==> config.mk <==
export PLATFORM = sky130hd
export DESIGN_NAME = autocfg_responder
export DESIGN_NICKNAME = d
export VERILOG_FILES = /design/src/rtl/acfg_pkg.sv /design/src/rtl/acfg_rst_sync.sv /design/src/rtl/acfg_cfg_ctrl.sv /design/src/rtl/acfg_win_dec.sv /design/src/rtl/acfg_rd_path.sv /design/src/rtl/autocfg_responder.sv
export SDC_FILE = /design/constraint.sdc
export NUM_CORES = 1
export LEC_CHECK = 0
export CORE_ASPECT_RATIO = 1.1
export CORE_MARGIN = 2
export CORE_UTILIZATION = 34
export DETAILED_ROUTE_END_ITERATION = 7
export PLACE_DENSITY = 0.85
export SETUP_SLACK_MARGIN = 0.4
export SYNTH_ARGS = -nofsm -noshare
export SYNTH_HDL_FRONTEND = slang
export SYNTH_SLANG_ARGS = --single-unit
export TNS_END_PERCENT = 100
==> constraint.sdc <==
create_clock -name clk -period 3.12 [get_ports clk]
set_input_delay 0.624 -clock clk [delete_from_list [all_inputs] [get_ports clk]]
set_output_delay 0.624 -clock clk [all_outputs]
set_load 0.1 [all_outputs]
==> src/rtl/acfg_pkg.sv <==
package acfg_pkg;

  typedef enum logic [1:0] {
    SZ_BYTE = 2'd0,
    SZ_WORD = 2'd1,
    SZ_LONG = 2'd2,
    SZ_RSVD = 2'd3
  } acc_size_e;

  typedef struct packed {
    logic       configured;
    logic       mapped;
    logic [7:0] base;
  } cfg_state_t;

endpackage

==> src/rtl/acfg_rst_sync.sv <==
module acfg_rst_sync #(
  parameter int STAGES = 2
) (
  input  logic clk,
  input  logic arst_n,
  output logic rst_n
);

  logic [STAGES-1:0] sync_q;

  always_ff @(posedge clk or negedge arst_n) begin
    if (!arst_n) sync_q <= '0;
    else         sync_q <= {sync_q[STAGES-2:0], 1'b1};
  end

  assign rst_n = sync_q[STAGES-1];

endmodule

==> src/rtl/acfg_cfg_ctrl.sv <==
module acfg_cfg_ctrl
  import acfg_pkg::*;
#(
  parameter int          OFF_W    = 16,
  parameter int          BASE_W   = 8,
  parameter logic [15:0] BASE_OFF = 16'h0048,
  parameter logic [15:0] SHUT_OFF = 16'h004C
) (
  input  logic              clk,
  input  logic              rst_n,
  input  logic              wr_stb,
  input  logic [OFF_W-1:0]  wr_off,
  input  logic [BASE_W-1:0] wr_byte,
  output logic              configured,
  output logic              mapped,
  output logic [BASE_W-1:0] base,
  output logic              done
);

  cfg_state_t st_q, st_d;
  logic       done_q, done_d;
  logic       st_en;
  logic       hit_base, hit_shut;

  assign hit_base = wr_stb && (wr_off == BASE_OFF[OFF_W-1:0]);
  assign hit_shut = wr_stb && (wr_off == SHUT_OFF[OFF_W-1:0]);

  always_comb begin
    st_d   = st_q;
    done_d = 1'b0;
    if (!st_q.configured) begin
      if (hit_base) begin
        st_d.configured = 1'b1;
        st_d.mapped     = 1'b1;
        st_d.base       = wr_byte;
        done_d          = 1'b1;
      end else if (hit_shut) begin
        st_d.configured = 1'b1;
        done_d          = 1'b1;
      end
    end
  end

  assign st_en = done_d;

  always_ff @(posedge clk or negedge rst_n) begin
    if (!rst_n) begin
      st_q   <= '0;
      done_q <= 1'b0;
    end else begin
      if (st_en) st_q <= st_d;
      done_q <= done_d;
    end
  end

  assign configured = st_q.configured;
  assign mapped     = st_q.mapped;
  assign base       = st_q.base;
  assign done       = done_q;

  p_done_single_r4: assert property (@(posedge clk) disable iff (!rst_n)
    done |=> !done);
  p_done_on_rise_r4: assert property (@(posedge clk) disable iff (!rst_n)
    $rose(done) |-> configured && !$past(configured));
  p_sticky_cfg_r5: assert property (@(posedge clk) disable iff (!rst_n)
    configured |=> configured && $stable(base) && $stable(mapped));
  p_map_implies_cfg_r2: assert property (@(posedge clk) disable iff (!rst_n)
    mapped |-> configured);

endmodule

==> src/rtl/acfg_win_dec.sv <==
module acfg_win_dec #(
  parameter int ADDR_W     = 24,
  parameter int ROM_AW     = 17,
  parameter int BASE_W     = 8,
  parameter int BASE_SHIFT = 16
) (
  input  logic              clk,
  input  logic              rst_n,
  input  logic              mapped,
  input  logic [BASE_W-1:0] base,
  input  logic [ADDR_W-1:0] addr,
  output logic              hit,
  output logic [ROM_AW-1:0] off
);

  localparam int PAD_W = ADDR_W + 1 - BASE_W - BASE_SHIFT;

  logic [ADDR_W:0] base_addr;
  logic [ADDR_W:0] diff;

  assign base_addr = {{PAD_W{1'b0}}, base, {BASE_SHIFT{1'b0}}};
  assign diff      = {1'b0, addr} - base_addr;
  assign hit       = mapped && !diff[ADDR_W] && (diff[ADDR_W-1:ROM_AW] == '0);
  assign off       = diff[ROM_AW-1:0];

  p_hit_needs_map_r10: assert property (@(posedge clk) disable iff (!rst_n)
    hit |-> mapped);

endmodule

==> src/rtl/acfg_rd_path.sv <==
module acfg_rd_path
  import acfg_pkg::*;
#(
  parameter int ROM_AW = 17,
  parameter int LANES  = 4,
  parameter int DATA_W = 8 * LANES
) (
  input  logic                        clk,
  input  logic                        rst_n,
  input  logic                        rd_req,
  input  logic [ROM_AW-1:0]           rd_off,
  input  logic [1:0]                  rd_size,
  output logic                        rom_en,
  output logic [LANES-1:0][ROM_AW-1:0] rom_addr,
  input  logic [LANES-1:0][7:0]       rom_rdata,
  output logic                        rd_valid,
  output logic [DATA_W-1:0]           rd_data
);

  logic       accept;
  logic       valid_q;
  logic [1:0] size_q;

  assign accept = rd_req && (rd_size != SZ_RSVD);
  assign rom_en = accept;

  for (genvar g = 0; g < LANES; g++) begin : g_lane
    assign rom_addr[g] = rd_off + ROM_AW'(g);
  end

  always_ff @(posedge clk or negedge rst_n) begin
    if (!rst_n) begin
      valid_q <= 1'b0;
      size_q  <= '0;
    end else begin
      valid_q <= accept;
      if (accept) size_q <= rd_size;
    end
  end

  always_comb begin
    int nbytes;
    nbytes  = 1 << size_q;
    rd_data = '0;
    if (valid_q) begin
      for (int i = 0; i < LANES; i++) begin
        if (i < nbytes) rd_data[(nbytes-1-i)*8 +: 8] = rom_rdata[i];
      end
    end
  end

  assign rd_valid = valid_q;

  p_latency_r7: assert property (@(posedge clk) disable iff (!rst_n)
    accept |=> rd_valid);
  p_rsvd_silent_r7: assert property (@(posedge clk) disable iff (!rst_n)
    (rd_req && rd_size == SZ_RSVD) |=> !rd_valid);
  p_idle_silent_r7: assert property (@(posedge clk) disable iff (!rst_n)
    !rd_req |=> !rd_valid);

endmodule

==> src/rtl/autocfg_responder.sv <==
module autocfg_responder
  import acfg_pkg::*;
#(
  parameter int          ADDR_W     = 24,
  parameter int          BUS_DW     = 16,
  parameter int          ROM_AW     = 17,
  parameter int          LANES      = 4,
  parameter int          BASE_W     = 8,
  parameter int          BASE_SHIFT = 16,
  parameter int          OFF_W      = 16,
  parameter logic [15:0] BASE_OFF   = 16'h0048,
  parameter logic [15:0] SHUT_OFF   = 16'h004C
) (
  input  logic                         clk,
  input  logic                         arst_n,
  input  logic                         bus_strobe,
  input  logic                         bus_write,
  input  logic [1:0]                   bus_size,
  input  logic [ADDR_W-1:0]            bus_addr,
  input  logic [BUS_DW-1:0]            bus_wdata,
  input  logic                         cfg_sel,
  output logic                         rom_en,
  output logic [LANES-1:0][ROM_AW-1:0] rom_addr,
  input  logic [LANES-1:0][7:0]        rom_rdata,
  output logic                         rd_valid,
  output logic [8*LANES-1:0]           rd_data,
  output logic                         win_hit,
  output logic                         configured,
  output logic                         mapped,
  output logic [BASE_W-1:0]            win_base,
  output logic                         cfg_done
);

  logic              rst_n;
  logic              cfg_wr;
  logic              rd_req;
  logic [ROM_AW-1:0] win_off;
  logic [ROM_AW-1:0] rd_off;
  logic              unused_wdata_hi;

  assign unused_wdata_hi = ^bus_wdata[BUS_DW-1:BASE_W];

  acfg_rst_sync #(.STAGES(2)) u_rst (
    .clk    (clk),
    .arst_n (arst_n),
    .rst_n  (rst_n)
  );

  assign cfg_wr = bus_strobe && bus_write && cfg_sel && (bus_size == SZ_BYTE);

  acfg_cfg_ctrl #(
    .OFF_W    (OFF_W),
    .BASE_W   (BASE_W),
    .BASE_OFF (BASE_OFF),
    .SHUT_OFF (SHUT_OFF)
  ) u_ctrl (
    .clk        (clk),
    .rst_n      (rst_n),
    .wr_stb     (cfg_wr),
    .wr_off     (bus_addr[OFF_W-1:0]),
    .wr_byte    (bus_wdata[BASE_W-1:0]),
    .configured (configured),
    .mapped     (mapped),
    .base       (win_base),
    .done       (cfg_done)
  );

  acfg_win_dec #(
    .ADDR_W     (ADDR_W),
    .ROM_AW     (ROM_AW),
    .BASE_W     (BASE_W),
    .BASE_SHIFT (BASE_SHIFT)
  ) u_win (
    .clk    (clk),
    .rst_n  (rst_n),
    .mapped (mapped),
    .base   (win_base),
    .addr   (bus_addr),
    .hit    (win_hit),
    .off    (win_off)
  );

  assign rd_req = bus_strobe && !bus_write && (cfg_sel || win_hit);
  assign rd_off = cfg_sel ? bus_addr[ROM_AW-1:0] : win_off;

  acfg_rd_path #(
    .ROM_AW (ROM_AW),
    .LANES  (LANES)
  ) u_rd (
    .clk       (clk),
    .rst_n     (rst_n),
    .rd_req    (rd_req),
    .rd_off    (rd_off),
    .rd_size   (bus_size),
    .rom_en    (rom_en),
    .rom_addr  (rom_addr),
    .rom_rdata (rom_rdata),
    .rd_valid  (rd_valid),
    .rd_data   (rd_data)
  );

  p_win_write_quiet_r11: assert property (@(posedge clk) disable iff (!rst_n)
    (bus_strobe && bus_write && win_hit && !cfg_sel) |=> !rd_valid && $stable(win_base) && !cfg_done);
  p_shut_no_hit_r3: assert property (@(posedge clk) disable iff (!rst_n)
    (configured && !mapped) |-> !win_hit);

endmodule

==> metrics.csv, run 1 <==
stage,metric,value,unit
clock_tree,clk sink count,16,
synthesis,Synth Net Count,523,
synthesis,number of synthesis warnings,0,
sta,kind of the worst endpoint,output port,
placed_design,buffers added on ports,184,
clock_tree,root buffer cell,clkbuf_8,
sta,Worst Endpoint after GRT Repair,rom_en,
clock_tree,CTS Hold Bufs,0,
status,status,did not finish,
floorplan,Starting Density,0.3456,
synthesis,Synth Register Bits,16,
floorplan,standard-cell row count,36,
synthesis,Syn Inst Count,417,
synthesis,ys async rst share,1.000,
synthesis,count of cell types in the netlist,55,
clock_tree,TritonCTS buffer count,3,
synthesis,register area share after synthesis,0.1319,
clock_tree,CTS max path bufs,2,
floorplan,Die Wd,94.09,um
floorplan,die height,103.1,um
synthesis,"EDFF count, synth",0,
synthesis,Post-Syn Area,0.003035,mm2
floorplan,# IOs,193,
status,first error,"[ERROR DPL-0038] Utilization greater than 100%, impossible to legalize",
status,Exit stage,5_1_grt,
synthesis,syn_area_per_cell,7.279,um2
placed_design,GP Congestion,1.001,
synthesis,Synth Flop Type,dfrtp_1,
placed_design,DP Wirelength,13.45,mm
global_routing,largest net degree at the start of global routing,34,
placed_design,Placed Area,0.007699,mm2
clock_tree,H-tree Lvls,1,
-- repair_timing --
action                     CTS
setup endpoints to repair   81
setup buffers               42
pin swaps                   65
gates resized for setup    146
-- synth_stat cells (2+ instances only) --
cell	instances	area share
a21oi_1	5	0.0082
a222oi_1	14	0.046
a22oi_1	23	0.057
a32oi_1	2	0.0058
and2_1	8	0.016
and3_1	4	0.0082
and4_1	3	0.0087
buf_1	2	0.0025
buf_2	2	0.0033
buf_4	18	0.045
clkbuf_1	21	0.026
dfrtp_1	16	0.13
ha_1	26	0.11
inv_1	21	0.026
nand2_1	46	0.057
nand2b_1	6	0.012
nand3_1	20	0.033
nand4_1	5	0.010
nor2_1	31	0.038
nor2b_1	26	0.054
nor3_1	2	0.0033
nor3_2	2	0.0066
nor4_1	3	0.0062
nor4bb_1	2	0.0066
o21a_1	2	0.0049
o21ai_0	26	0.043
o21ai_1	4	0.0066
or2_2	2	0.0041
or3_1	3	0.0062
xnor2_1	27	0.078
xor2_1	21	0.061
-- logic make-up after synthesis --
logic type,share of synthesized area
compound gates,0.2111
xor+xnor,0.1385
fa+ha+maj,0.1138
buf+inv,0.1039
flops,0.1319
mux,0.007007
other cells,0.001235
simple gates,0.2927
-- through the flow --
stage / hold slack, ns / worst slack [ns] / utilization / instances
4_1_cts: 0.2592 / -0.5328 / 0.9658 / 780
2_1_floorplan: 0.1731 / -0.4848 / - / 417
3_5_place_dp: 0.2547 / -1.012 / 0.8765 / 734
3_3_place_gp: 0.2467 / -0.7908 / 0.8765 / 734
==> run 2: changes to the inputs <==
- CORE_ASPECT_RATIO: 1.1 -> default
- CORE_UTILIZATION: 34 -> 38
- PLACE_DENSITY: 0.85 -> default
- PLACE_DENSITY_LB_ADDON: default -> 0.15
- SETUP_SLACK_MARGIN: 0.4 -> default
- clock period: 3.12 -> 4.06 ns (I/O delays scaled with it)
==> metrics.csv, run 2 <==
stage,metric,value,unit,change
clock_tree,CTS max path bufs,2,,unchanged
floorplan,die height,93.38,um,-9.4%
sta,Max Fclk,240.5,MHz,
cells_and_area,nets,718,,
power_and_ir_drop,Internal Pwr Total,0.5892,mW,
power_and_ir_drop,maximum vdd drop,0.0002091,V,
global_routing,vias in the first global route,4097,,
critical_path,crit path launch type,input port,,
synthesis,Synth Flop Type,dfrtp_1,,
synthesis,main area contributors after synthesis,"dfrtp_1 (13%), ha_1 (11%), xnor2_1 (7.8%)",,
sta,RSZ-0062 raised after global routing,yes,,
sta,Slew headroom,0.3263,,
cells_and_area,area grow syn2layout,106.5,%,
critical_path,flop2flop setup slack,0.27,ns,
critical_path,cell family with most CP delay,simple AND/OR/NAND/NOR gates,,
sta,crit path time final,4.158,ns,
clock_tree,H-tree Lvls,1,,unchanged
critical_path,cells on worst reg2reg path,18,,
status,status,finished with violations,,
power_and_ir_drop,Psw,0.7053,mW,
sta,final hold vios,0,,
floorplan,Starting Density,0.3928,,+0.04723
synthesis,syn_area_per_cell,7.279,um2,unchanged
clock_tree,clk sink count,16,,unchanged
power_and_ir_drop,Final Power,1.294,mW,
status,failing checks,negative setup slack,,
cells_and_area,fill cell count,439,,
placed_design,DP Wirelength,9.946,mm,-26%
sta,Final Setup Violations,1,,
cells_and_area,fin util,0.8112,,
power_and_ir_drop,Sw Ratio,0.5448,,
cells_and_area,Antenna Cells,0,,
detailed_routing,WL final,14.04,mm,
floorplan,Die Wd,93.38,um,-0.76%
synthesis,Synth Register Bits,16,,unchanged
floorplan,standard-cell row count,32,,-11%
sta,Setup Skew,0.009207,ns,
clock_tree,root buffer cell,clkbuf_8,,
power_and_ir_drop,Gate power share,0.748,,
clock_tree,"Reg clk slew, reported paths",0.08,ns,
critical_path,critical path required time,3.25,ns,
sta,Final period util,1.024,,
cells_and_area,layout cells sized above 1,0.3895,,
floorplan,Die ar.,0.008719,mm2,
placed_design,GP Congestion,0.9375,,-6.3%
global_routing,first-pass GRT wire length,20.31,mm,
synthesis,biggest area consumer among synthesized cells,dfrtp_1,,
synthesis,count of cell types in the netlist,55,,unchanged
power_and_ir_drop,clock network fraction of total power,0.115,,
cells_and_area,max reg flops,8,,
detailed_routing,Detailed Route Iter0 Violations,256,,
synthesis,ys async rst share,1.000,,unchanged
synthesis,Synth Net Count,523,,unchanged
global_routing,All-Layer GR Usage,0.2898,,
critical_path,CP Capture Type,primary output,,
floorplan,# IOs,193,,unchanged
synthesis,most frequent cells after synthesis,"nand2_1 (46), nor2_1 (31), xnor2_1 (27)",,
detailed_routing,Post-DRT Antenna Nets,0,,
detailed_routing,DR vias,4072,,
clock_tree,clock latency on the worst-skew pair,0.26,ns,
synthesis,share of the synthesized area in the top cell type,0.1319,,unchanged
power_and_ir_drop,Seq pwr share,0.137,,
placed_design,buffers added on ports,184,,unchanged
global_routing,initial antenna violation count,0,,
synthesis,number of synthesis warnings,0,,unchanged
detailed_routing,drt wl/cell,19.69,um,
critical_path,Setup CP Type,in -> out,,
detailed_routing,# DRC,0,,
min_path,Hold Crit Class,reg -> async,,
sta,Final Worst Setup Slack,-0.09821,ns,
critical_path,slowest CP cell,or3b_4,,
detailed_routing,DR vias/cell,5.711,,
cells_and_area,"commonest non-fill, non-tap cell in the layout",buf_4,,
power_and_ir_drop,PD cells,206.5,mW/mm2,
sta,final max-slew violation count,0,,
synthesis,"EDFF count, synth",0,,unchanged
critical_path,worst r2r src,u_ctrl.base[4],,
job,max-cap violations,0,,
global_routing,largest net degree at the start of global routing,34,,
cells_and_area,most frequent cells in the layout,"buf_4 (79), clkdlybuf4s50_1 (75), buf_12 (74)",,
clock_tree,TritonCTS buffer count,3,,unchanged
synthesis,register area share after synthesis,0.1319,,unchanged
sta,Slew @ Worst Pin,1.007,ns,
critical_path,FF-to-FF End,u_rd.size_q[1],,
detailed_routing,first-pass detailed-route iteration total,8,,
critical_path,crit path launch,bus_addr[20],,
synthesis,top-count cell post-synth,nand2_1,,
sta,setup TNS,-0.09821,ns,
critical_path,largest stage delay on the critical path,0.45,ns,
global_routing,global route overflow,0,,
critical_path,Critical Path Fanout Max,2,,
power_and_ir_drop,P_leak,2.600,nW,
clock_tree,CTS tree,built,,
critical_path,CP bufs+invs,2,,
floorplan,core area,0.007727,mm2,
critical_path,CP Data Arrival Time,3.35,ns,
critical_path,worst path cell trace,dlygate4sd2_1 -> ha_4 -> a21o_1 -> or3_1 -> o21ai_2 -> xor2_2 -> a41oi_2 -> or3b_4 -> a21oi_4 -> buf_12,,
synthesis,Syn Inst Count,417,,unchanged
synthesis,Post-Syn Area,0.003035,mm2,unchanged
run 2: power groups by stage:
| stage | Combinational (mW) | Clock [mW] | Sequential [mW] |
|---|---|---|---|
| 2_1_floorplan | 0.608 | 0 | 0.177 |
| 3_3_place_gp | 0.920 | 0 | 0.179 |
| 3_5_place_dp | 0.932 | 0 | 0.180 |
| 4_1_cts | 0.944 | 0.147 | 0.177 |
| 5_1_grt | 1.01 | 0.154 | 0.179 |
| 6_report | 0.968 | 0.149 | 0.177 |
run 2: worst max path at each step:
stage	cells past startpoint	end
floorplan	5	rom_addr[60]
global placement	12	rom_en
detailed placement	12	rom_en
CTS	11	rom_en
global route	10	rom_en
finish	10	rom_en
run 2: timing repair:
item | CTS | global route
setup endpoints to repair | 1 | 12
hold buffers | 0 | 0
gates resized for setup | 18 | 20
pin swaps | 16 | 13
setup buffers | 11 | 7
run 2: kinds of logic (layout without fill, tap and decap cells):
family | Yosys count | after routing | synth area share
AO/OA/AOI/OAI | 88 | 88 | 0.2111
XOR/XNOR | 48 | 48 | 0.1385
adder cells (fa/ha/maj) | 27 | 27 | 0.1138
buffers and inverters | 65 | 259 | 0.1039
flip-flops | 16 | 16 | 0.1319
multiplexers | 2 | 2 | 0.007007
other | 1 | 1 | 0.001235
AND/OR/NAND/NOR | 170 | 170 | 0.2927
run 2: final cells by class:
type,instances,area (um2),area share
multi-input combinational,336,2728,0.4351
timing repair buffer,234,2873,0.4583
tap,102,127.6,0.02036
sequential,16,404.1,0.06447
clock buffer,4,55.05,0.008782
inverter,21,81.33,0.01297
run 2: per-layer routing:
metal	routed length, um	up-vias	global-route usage
li1	-	1831	-
met4	618	0	0.1189
met1	4764	1922	0.3018
met3	1353	55	0.07010
met2	7304	264	0.5498
met5	0	-	0
run 2: through the flow:
step	instance area, um2	worst slack (ns)	hold WS, ns	instances
floorplan	3316	-0.3328	0.1733	417
global placement	5957	-0.2854	0.2543	691
detailed placement	5957	-0.3655	0.2853	691
CTS	6155	0.001322	0.2821	706
global route	6269	-0.1224	0.3436	713
finish	6269	-0.09821	0.2652	713
Note: power is estimated with default switching activity, not from simulation.
